**src/rtl/tbp_pkg.sv**
```systemverilog
package tbp_pkg;
    localparam int unsigned TBP_CW      = 4;
    localparam int unsigned TBP_NPER    = 5;
    localparam int unsigned TBP_RST_DIV = 5;

    typedef struct packed {
        logic [TBP_CW-1:0] cnt;
    } tbp_div_state_t;
endpackage

```
**src/rtl/tbp_divider.sv**
```systemverilog
module tbp_divider
    import tbp_pkg::*;
#(
    parameter int unsigned CW      = TBP_CW,
    parameter int unsigned RST_DIV = TBP_RST_DIV
) (
    input  logic          clk_i,
    input  logic          rst_ni,
    input  logic [CW-1:0] div_i,
    output logic          tick_o
);
    localparam logic [CW-1:0] CNT_ZERO  = '0;
    localparam logic [CW-1:0] CNT_START = CW'(RST_DIV);

    logic [CW-1:0] cnt_d, cnt_q;
    logic          at_zero;

    always_comb begin
        at_zero = (cnt_q == CNT_ZERO);
        cnt_d   = cnt_q;
        if (at_zero) begin
            cnt_d = div_i;
        end else begin
            cnt_d = cnt_q - 1'b1;
        end
        tick_o = at_zero;
    end

    always_ff @(posedge clk_i or negedge rst_ni) begin
        if (!rst_ni) begin
            cnt_q <= CNT_START;
        end else begin
            cnt_q <= cnt_d;
        end
    end

    AST_COUNT_DOWN: assert property (@(posedge clk_i) disable iff (!rst_ni)
        (cnt_q != CNT_ZERO) |=> (cnt_q == $past(cnt_q) - 1'b1));
    AST_RELOAD: assert property (@(posedge clk_i) disable iff (!rst_ni)
        (cnt_q == CNT_ZERO) |=> (cnt_q == $past(div_i)));
endmodule

```
**src/rtl/tbp_route.sv**
```systemverilog
module tbp_route #(
    parameter int unsigned NPER = tbp_pkg::TBP_NPER
) (
    input  logic            run_i,
    input  logic            tick_i,
    input  logic            force_i,
    input  logic [NPER-1:0] sel_i,
    output logic [NPER-1:0] en_o
);
    for (genvar p = 0; p < NPER; p++) begin : g_per
        logic use_div;
        always_comb begin
            use_div = force_i | sel_i[p];
            if (!run_i) begin
                en_o[p] = 1'b0;
            end else if (use_div) begin
                en_o[p] = tick_i;
            end else begin
                en_o[p] = 1'b1;
            end
        end
    end
endmodule

```
**src/rtl/tbp_timebase.sv**
```systemverilog
module tbp_timebase
    import tbp_pkg::*;
#(
    parameter int unsigned CW      = TBP_CW,
    parameter int unsigned NPER    = TBP_NPER,
    parameter int unsigned RST_DIV = TBP_RST_DIV
) (
    input  logic            clk_i,
    input  logic            rst_ni,
    input  logic [CW-1:0]   div_i,
    input  logic            compat_i,
    input  logic [NPER-1:0] use_pre_i,
    output logic [NPER-1:0] cnt_en_o
);
    localparam logic [NPER-1:0] ALL_ONE = '1;

    logic tick;

    tbp_divider #(.CW(CW), .RST_DIV(RST_DIV)) u_div (
        .clk_i  (clk_i),
        .rst_ni (rst_ni),
        .div_i  (div_i),
        .tick_o (tick)
    );

    tbp_route #(.NPER(NPER)) u_route (
        .run_i   (rst_ni),
        .tick_i  (tick),
        .force_i (compat_i),
        .sel_i   (use_pre_i),
        .en_o    (cnt_en_o)
    );

    AST_COMPAT_ALL: assert property (@(posedge clk_i) disable iff (!rst_ni)
        compat_i |-> (cnt_en_o == (tick ? ALL_ONE : '0)));
    AST_FAST_BYPASS: assert property (@(posedge clk_i) disable iff (!rst_ni)
        !compat_i |-> ((cnt_en_o | use_pre_i) == ALL_ONE));
endmodule

```
**config.mk**
```make
export PLATFORM = sky130hd
export DESIGN_NAME = tbp_timebase
export DESIGN_NICKNAME = d
export VERILOG_FILES = /design/src/rtl/tbp_pkg.sv /design/src/rtl/tbp_divider.sv /design/src/rtl/tbp_route.sv /design/src/rtl/tbp_timebase.sv
export SDC_FILE = /design/constraint.sdc
export NUM_CORES = 1
export LEC_CHECK = 0
export ABC_AREA = 1
export BUFFER_PORTS_ARGS = -buffer_cell sky130_fd_sc_hd__buf_2
export CORE_AREA = 2 2 39 41
export DETAILED_ROUTE_END_ITERATION = 10
export DIE_AREA = 0 0 41 43
export GPL_TIMING_DRIVEN = 0
export PLACE_DENSITY_LB_ADDON = 0.15
export SLEW_MARGIN = 20
export SYNTH_ARGS = -nofsm -noshare
export SYNTH_HDL_FRONTEND = slang
export SYNTH_HIERARCHICAL = 1
export SYNTH_SLANG_ARGS = --single-unit
```
**constraint.sdc**
```tcl
create_clock -name clk_i -period 2.9 [get_ports clk_i]
set_clock_uncertainty 0.2 [all_clocks]
set_input_delay 0.145 -clock clk_i [delete_from_list [all_inputs] [get_ports clk_i]]
set_output_delay 0.145 -clock clk_i [all_outputs]
set_load 0.005 [all_outputs]
```
==> summary.txt <==
Layout
  • Commonest non-fill, non-tap cell in the layout: nor2_1
  • Commonest non-fill, non-tap cells in the layout: nor2_1 (20), buf_2 (16), inv_1 (5), dlygate4sd3_1 (4), nand2_1 (4)
  • Layout cell share with drive strength beyond 1: 0.359
  • N_diodes: 0
  • Max FFs per register: 4
  • Largest regs: u_div/cnt_q: 4 flops
  • Area delta synth->final: 60.5%
  • NumNets Final: 79
  • Filler cells: 156
  • Largest Register: u_div/cnt_q
  • Fin cells: 80

Clocking
  • Total CTS buffers: 3
  • H-tree depth: 1
  • Root Driver: clkbuf_4
  • CTS tree: done
  • Post-CTS Setup Inserts: 0
  • Clk pin slew, worst setup/hold paths: 0.04 ns
  • Clock Path Buffers: 2
  • CTS sink cnt: 4
  • Worst skew pair latency: 0.23 ns

Floorplanning
  • Die ar.: 1760 um^2
  • Die Span Y: 43 um
  • Row count: 14
  • Initial Utilization: 0.194
  • Die width: 41 um
  • Ports: 17
  • Core area: 1380 um^2

GRT
  • Global-route usage over all layers: 0.0992
  • Overflow after GRT: 0
  • Antenna violations before repair: 0
  • Vias in the first global route: 274
  • Met3 Track Usage GR: 0.0785
  • Met1 Usage GRT: 0.115
  • Wire length of the first global-routing pass: 1100 um
  • Busiest metal layer after global routing: met2
  • Met2 usage: 0.122
  • Largest net degree at the start of global routing: 10

Run status
  • Status: finished clean

Drt
  • Routed wire per std cell: 7.70 um
  • Initial DRC Count: 1
  • Wirelength, routed: 616 um
  • Via density: 3.90
  • DRC: 0
  • TritonRoute pass-1 iters: 4
  • Via count: 312
  • Post-route ant nets: 0

Place
  • IO buf count: 16
  • Inst Count DP: 73
  • Post-DP HPWL: 489 um
  • GP Congestion: 0.623

Critical path
  • Worst r2r path cells: 6
  • Crit path DAT: 1.48 ns
  • CP endpoint kind: primary output
  • Worst r2r dst: u_div/cnt_q[1]
  • CP Max Fanout: 9
  • Crit path launch type: flop
  • CP Launch Point: u_div/cnt_q[0]
  • R2r setup slk: 1.49 ns
  • Worst R2R Start: u_div/cnt_q[0]
  • CP Capture Point: cnt_en_o[0]
  • Critical Path RT: 2.56 ns
  • Setup CP Type: flop to primary output

Pwr
  • Net Sw Power: 0.120 mW
  • Clock power frac: 0.209
  • Leakage power: 0.234 nW
  • Max VDD drop: 0.239 mV
  • Power density cells: 753 nW/um^2
  • Internal: 0.205 mW
  • Comb power frac: 0.434
  • Switching Share: 0.370
  • Seq pwr share: 0.357

STA
  • Relative slew slack: 0.866
  • Tmin final: 1.82 ns
  • Setup TNS: 0 ns
  • Hold Violations, Final: 0
  • Count of pins over their slew limit: 0
  • RSZ-0062 raised after global routing: no
  • Worst-Margin Slew: 0.200 ns
  • Setup Viol. Count Final: 0
  • Period utilization: 0.629
  • Fmax: 0.548 GHz

Logic synthesis
  • Cell Area, Synth: 269 um^2
  • #FFs+latches synth: 4
  • Post-synthesis sequential area ratio: 0.381
  • Synth Instances: 41
  • Syn_nets: 54
  • Netlist cell types: 11
  • Yosys warning count: 6
  • Avg Cell Area, Syn: 6.56 um^2

Min path
  • Hold Crit Class: input port to async pin

Job
  • # Max-Cap Violations: 0
-- Yosys cell counts (all sizes together) --
cell,count,area share
nor2,21,0.32
inv,5,0.070
nand2,5,0.079
o21ai,3,0.056
dfrtp,2,0.19
dfstp,2,0.20
ha,1,0.047
nand3,1,0.019
o21bai,1,0.028
-- final cells by class --
| type | count | area, um^2 | share of cell area |
|---|---|---|---|
| multi-input cells | 32 | 148 | 0.342 |
| repair buffers | 20 | 120 | 0.278 |
| flip-flops and latches | 4 | 103 | 0.238 |
| clock buffers | 3 | 22.5 | 0.0522 |
| well taps | 16 | 20.0 | 0.0464 |
| inverters | 5 | 18.8 | 0.0435 |
-- power groups by stage --
| stage | clock, mW | sequential (mW) | combinational [mW] |
|---|---|---|---|
| finish | 0.0678 | 0.116 | 0.141 |
| global route | 0.0771 | 0.120 | 0.171 |
| CTS | 0.0727 | 0.116 | 0.146 |
| detailed placement | 0 | 0.117 | 0.142 |
| global placement | 0 | 0.117 | 0.141 |
| floorplan | 0 | 0.111 | 0.106 |
-- what timing repair did --
action | in CTS | in global routing
endpoints found under the hold margin | 7 | 0
hold buffers | 4 | 0
resized for setup | 0 | 0
-- worst max-delay path, stage by stage (launching register included) --
cell	delay, ns
dfstp_2	0.52
inv_1	0.05
ha_1	0.24
nand2_2	0.11
nor2_4	0.06
nor2_1	0.11
nor2_1	0.04
buf_2	0.12
-- kinds of logic after synthesis --
logic type | after synthesis | synth area share
buffers and inverters | 5 | 0.0698
flip-flops | 4 | 0.381
AO/OA/AOI/OAI | 4 | 0.0837
adder cells (fa/ha/maj) | 1 | 0.0465
AND/OR/NAND/NOR | 27 | 0.419
-- worst min path at each step --
stage                          end  slack, ns  cells after the start
floorplan           u_div/cnt_q[1]      -0.35                      0
global placement    u_div/cnt_q[1]      -0.24                      1
detailed placement  u_div/cnt_q[3]      -0.24                      1
CTS                 u_div/cnt_q[3]       0.05                      2
global route        u_div/cnt_q[3]       0.07                      2
finish              u_div/cnt_q[1]       0.05                      2
-- per-layer routing --
metal,wire length (um),vias to the layer above
li1,-,173
met1,294,121
met2,253,16
met3,56,2
met4,12,0
met5,0,-
-- through the flow --
stage	power, mW	hold WS (ns)	instance area (um^2)	worst slack (ns)	utilization
4_1_cts	0.335	0.0478	432	1.05	0.312
3_5_place_dp	0.259	-0.237	369	1.31	0.267
6_report	0.325	0.0539	432	1.08	0.312
5_1_grt	0.368	0.0673	432	0.931	0.312
3_3_place_gp	0.258	-0.237	369	1.32	0.267
2_1_floorplan	0.217	-0.351	269	1.49	-
Note: power is estimated with default switching activity, not from simulation.
